--- src/rtl/fbw_pkg.sv ---
package fbw_pkg;
  localparam int TC_W = 32;
  localparam int DW   = 16;

  typedef enum logic [2:0] {
    ST_INACT = 3'd0,
    ST_FLOW  = 3'd1,
    ST_IDLE  = 3'd7
  } fbw_state_e;

  // remaining count after one clock, given whether a word moved
  function automatic logic [TC_W-1:0] tc_next(input logic [TC_W-1:0] c, input logic moved);
    return c - {{(TC_W-1){1'b0}}, moved};
  endfunction

  // the word that moves now is the last of the burst
  function automatic logic is_last(input logic moved, input logic [TC_W-1:0] c);
    return moved && (c == {{(TC_W-1){1'b0}}, 1'b1});
  endfunction
endpackage

--- src/rtl/fbw_tcount.sv ---
module fbw_tcount #(
  parameter int W = fbw_pkg::TC_W
) (
  input  logic         clk,
  input  logic         rst_n,
  input  logic         load_i,
  input  logic [W-1:0] load_val_i,
  input  logic         dec_i,
  output logic [W-1:0] count_o,
  output logic         zero_o
);
  logic [W-1:0] cnt_q;

  always_ff @(posedge clk or negedge rst_n) begin
    if (!rst_n)      cnt_q <= '0;
    else if (load_i) cnt_q <= load_val_i;
    else if (dec_i)  cnt_q <= fbw_pkg::tc_next(cnt_q, dec_i);
  end

  assign count_o = cnt_q;
  assign zero_o  = (cnt_q == '0);
endmodule

--- src/rtl/fbw_flow.sv ---
module fbw_flow (
  input  logic in_flow_i,
  input  logic src_empty_i,
  input  logic tc_zero_i,
  output logic move_o,
  output logic wr_n_o
);
  // flow condition is the empty flag; expiry masks any move
  always_comb begin
    move_o = in_flow_i && !src_empty_i && !tc_zero_i;
    wr_n_o = !move_o;
  end
endmodule

--- src/rtl/fbw_sequencer.sv ---
module fbw_sequencer
  import fbw_pkg::*;
(
  input  logic       clk,
  input  logic       rst_n,
  input  logic       start_i,
  input  logic       tc_zero_i,
  input  logic       last_word_i,
  output fbw_state_e state_o,
  output logic       load_o
);
  fbw_state_e st_q, st_d;

  assign load_o = (st_q == ST_IDLE) && start_i;

  always_comb begin
    st_d = st_q;
    case (st_q)
      ST_IDLE:  if (start_i) st_d = ST_INACT;
      ST_INACT: st_d = tc_zero_i ? ST_IDLE : ST_FLOW;
      ST_FLOW:  if (tc_zero_i || last_word_i) st_d = ST_IDLE;
      default:  st_d = ST_IDLE;
    endcase
  end

  always_ff @(posedge clk or negedge rst_n) begin
    if (!rst_n) st_q <= ST_IDLE;
    else        st_q <= st_d;
  end

  assign state_o = st_q;
endmodule

--- src/rtl/fifo_burst_writer.sv ---
module fifo_burst_writer
  import fbw_pkg::*;
#(
  parameter int CW = TC_W,
  parameter int WW = DW
) (
  input  logic          clk,
  input  logic          rst_n,
  input  logic          start_i,
  input  logic [CW-1:0] count_i,
  input  logic          src_empty_i,
  input  logic [WW-1:0] src_data_i,
  output logic          src_pop_o,
  output logic          wr_n_o,
  output logic [WW-1:0] wr_data_o,
  output logic          done_o,
  output logic [2:0]    state_o
);
  fbw_state_e    state;
  logic          load, move, tc_zero, last_word;
  logic [CW-1:0] tc;

  fbw_sequencer u_seq (
    .clk(clk), .rst_n(rst_n), .start_i(start_i), .tc_zero_i(tc_zero),
    .last_word_i(last_word), .state_o(state), .load_o(load)
  );

  fbw_tcount #(.W(CW)) u_tc (
    .clk(clk), .rst_n(rst_n), .load_i(load), .load_val_i(count_i),
    .dec_i(move), .count_o(tc), .zero_o(tc_zero)
  );

  fbw_flow u_flow (
    .in_flow_i(state == ST_FLOW), .src_empty_i(src_empty_i),
    .tc_zero_i(tc_zero), .move_o(move), .wr_n_o(wr_n_o)
  );

  assign last_word = is_last(move, tc);
  assign src_pop_o = move;
  assign wr_data_o = src_data_i;
  assign done_o    = (state == ST_IDLE);
  assign state_o   = state;

  // the inactive state lasts one cycle
  a_r2_inact_once: assert property (@(posedge clk) disable iff (!rst_n)
    state == ST_INACT |=> state != ST_INACT);
  // a pop never happens from an empty source
  a_r3_pop_has_data: assert property (@(posedge clk) disable iff (!rst_n)
    src_pop_o |-> !src_empty_i && state == ST_FLOW);
  // a stall holds the counter
  a_r4_stall_holds: assert property (@(posedge clk) disable iff (!rst_n)
    (state == ST_FLOW && src_empty_i) |=> $stable(tc));
  // the final word is followed by idle
  a_r5_exit_after_last: assert property (@(posedge clk) disable iff (!rst_n)
    (src_pop_o && tc == {{(CW-1){1'b0}}, 1'b1}) |=> state == ST_IDLE && wr_n_o);
  // a start while busy does not reload
  a_r7_busy_no_reload: assert property (@(posedge clk) disable iff (!rst_n)
    (state != ST_IDLE && start_i) |=> tc <= $past(tc));
  // a zero count goes back to idle
  a_r8_zero_count: assert property (@(posedge clk) disable iff (!rst_n)
    (state == ST_INACT && tc_zero) |=> state == ST_IDLE);
endmodule

--- config.mk ---
export PLATFORM = sky130hd
export DESIGN_NAME = fifo_burst_writer
export DESIGN_NICKNAME = d
export VERILOG_FILES = /design/src/rtl/fbw_pkg.sv /design/src/rtl/fbw_tcount.sv /design/src/rtl/fbw_flow.sv /design/src/rtl/fbw_sequencer.sv /design/src/rtl/fifo_burst_writer.sv
export SDC_FILE = /design/constraint.sdc
export NUM_CORES = 1
export LEC_CHECK = 0
export CAP_MARGIN = 10
export CORE_ASPECT_RATIO = 1.75
export CORE_MARGIN = 8
export CORE_UTILIZATION = 46
export CTS_CLUSTER_SIZE = 14
export DETAILED_ROUTE_END_ITERATION = 7
export PLACE_DENSITY = 0.8
export SLEW_MARGIN = 20
export SYNTH_ARGS = -nofsm -noshare
export SYNTH_HDL_FRONTEND = slang
export SYNTH_SLANG_ARGS = --single-unit
--- constraint.sdc ---
create_clock -name clk -period 4.1 [get_ports clk]
set_clock_uncertainty 0.1 [all_clocks]
set_input_delay 0.41 -clock clk [delete_from_list [all_inputs] [get_ports clk]]
set_output_delay 0.41 -clock clk [all_outputs]
set_load 0.05 [all_outputs]
==> impl_metrics.ini <==
[cells_and_area]
layout_common_cells = clkdlybuf4s50_1, dfrtp_1, nor2_1
area_growth_pct = 18.57
multi_input_area_mm2 = 0.001194
fin_nets = 340
final_common_cell = clkdlybuf4s50_1
num-fill-cells = 452
regArea_um2 = 853.3
drive_above_1_share_pct = 9.756
antennaDiodeCount = 0

[min_path]
hold_path.class = in2async

[placement]
routabilityCongestion = 0.8537
port_buffers = 41
hpwl_um = 4264

[power]
pwr-share-seq_pct = 48.3
pwr-share-clk_pct = 22.3
p_sw_share_pct = 36.29
p_int_mw = 0.7445
p_sw_mw = 0.4242
power_density_mw_per_mm2 = 435.5
combPwrFrac_pct = 29.3
ir_drop_v = 0.0003116
p_leak_nw = 0.9075

[critical_path]
worstPathRequired_ns = 3.59
path_max_fanout = 41
critical_path_class = reg2out
end_kind = primary output
start_kind = flip-flop
cp.arrival_ns = 3.29

[clock_tree]
cts_tree = yes
hold_buffers = 0
cts.sinks = 34
clk_path_buf_depth = 2
path_clk_slew_ns = 0.07
post_cts_buffers = 0
numCtsBuffers = 5
cts_root_buf = clkbuf_8
clk_latency_ns = 0.29
htreeDepth = 2
cts_resized = 0

[route]
wire_per_inst_um = 17.61
via_count = 2144
drt_first_pass_iters = 6
routed_wl_um = 6006
viasPerCell = 6.287
drtIter0Drc = 111
drc = 0
final_antenna_net_count = 0

[job]
max_cap_viol_count = 0

[yosys]
synth_fp_nets = 321
seq_area_frac_synth_pct = 37.70
synth_cells = 267
yosys_warnings = 0
avgSynthCellArea_um2 = 8.477
yosys-top-cells-area = dfrtp_1, or4_1, buf_4
yosysTopAreaCellShare_pct = 35.38
synth_area_mm2 = 0.002263
synthDistinctLibCells = 37
ys_ff_latch = 34
yosysTopAreaCell = dfrtp_1

[timing]
finalSetupViolCount = 0
tightestPinTransition_ns = 0.6107
rsz0062_at_grt = false
setup_tns_ns = 0
holdWs_ns = 0.4316
fmax_mhz = 263.1
slew_headroom_pct = 59.29
report.final.slew_viol_count = 0
hold_viol = 0
finalCritPeriodShare_pct = 92.69
period_needed_ns = 3.800

[global_routing]
grt_max_degree = 50
grt_pass1_vias = 2185
grt.total_usage_pct = 16.08
antenna_found_initial = 0
overflow = 0
grt_pass1_wl_um = 10250

[floorplan]
io_pins = 74
die_w_um = 69.03
core_area_mm2 = 0.004850
rows = 34
dieArea_mm2 = 0.007510
start_util_pct = 46.67
die_h_um = 108.8

[outcome]
outcome = finished, final reports clean
## power groups by stage
stage,logic [mW],clock network (mW),registers [mW]
final,0.343,0.261,0.565
after global routing,0.383,0.280,0.586
after CTS,0.344,0.262,0.559
after detailed placement,0.343,0,0.564
after global placement,0.328,0,0.559
after floorplan,0.282,0,0.535
## cells by family (layout without fill, tap and decap cells)
group	Yosys count	count (layout)	synth area share, %
AO/OA/AOI/OAI	55	55	17.14
adder cells (fa/ha/maj)	2	2	1.105
buffers and inverters	40	60	10.12
flip-flops	34	34	37.70
AND/OR/NAND/NOR	136	136	33.94
## per-stage QoR
stage,std cells,area (µm²),setup WS [ns],utilization (%),total power [mW]
2_1_floorplan,267,2281,0.01450,-,0.8168
3_3_place_gp,333,2592,0.3123,53.46,0.8865
3_5_place_dp,333,2592,0.2428,53.46,0.9072
4_1_cts,341,2684,0.3093,55.34,1.165
5_1_grt,341,2684,0.1381,55.34,1.248
6_report,341,2684,0.2998,55.34,1.169
## critical path, cell delays in order (launching register included)
cell and delay [ns]:
dfrtp_1 0.39, or4_1 0.68, nor4_2 0.45, a31o_2 0.26
buf_4 0.34, clkdlybuf4s50_1 0.88
## flip-flops by register name (all words and copies together) (netlist names)
register / cells
u_seq.state_o: 2
u_tc.count_o: 32
## synth_stat cells, drive strengths merged
master / number
a31o: 1
or4: 29
nand4b: 2
nor2b: 1
a211oi: 1
o211ai: 3
a31oi: 18
o311ai: 12
ha: 2
nand2: 21
o31ai: 9
and3: 2
buf: 24
nor3: 3
inv: 5
dfrtp: 32
or4b: 1
nor4b: 1
nor2: 30
nand3: 18
o22ai: 1
or3b: 1
nor4: 1
or3: 16
o41ai: 2
nand4: 1
dfstp: 2
clkbuf: 11
nand3b: 1
nand2b: 2
and2: 2
or2: 4
o21ai: 8
## layer usage
| layer | share of wire (%) | track usage (%) | vias to the layer above | routed length [µm] |
|---|---|---|---|---|
| li1 | - | - | 1039 | - |
| met3 | 3.2 | 2.368 | 14 | 195 |
| met5 | 0 | 0 | - | 0 |
| met2 | 54 | 29.78 | 51 | 3220 |
| met1 | 40 | 17.01 | 1040 | 2406 |
| met4 | 3.0 | 8.837 | 0 | 183 |
## area by class of cell
| cell class | instances | share of cell area [%] |
|---|---|---|
| clock buffers | 7 | 3.217 |
| multi-input cells | 193 | 44.48 |
| flip-flops and latches | 34 | 31.79 |
| inverters | 5 | 0.8392 |
| clock inverters | 1 | 0.1865 |
| well taps | 54 | 2.517 |
| repair buffers | 47 | 16.97 |
## worst paths after layout
| kind | start | to | slack [ns] | cells past startpoint |
|---|---|---|---|---|
| setup / recovery | u_tc.count_o[21]$_DFFE_PN0P_ | wr_n_o | 0.30 | 5 |
| hold / removal | rst_n | u_tc.count_o[22]$_DFFE_PN0P_ | 0.43 | 2 |
| setup reg to reg | u_seq.state_o[0]$_DFFE_PN1P_ | u_tc.count_o[16]$_DFFE_PN0P_ | 0.50 | 9 |
| hold reg to reg | u_tc.count_o[17]$_DFFE_PN0P_ | u_tc.count_o[17]$_DFFE_PN0P_ | 0.47 | 2 |
| max in group asynchronous | rst_n | u_seq.state_o[0]$_DFFE_PN1P_ | 3.12 | 2 |
| min in group clk | u_tc.count_o[17]$_DFFE_PN0P_ | u_tc.count_o[17]$_DFFE_PN0P_ | 0.47 | 2 |
Note: power is estimated with default switching activity, not from simulation.
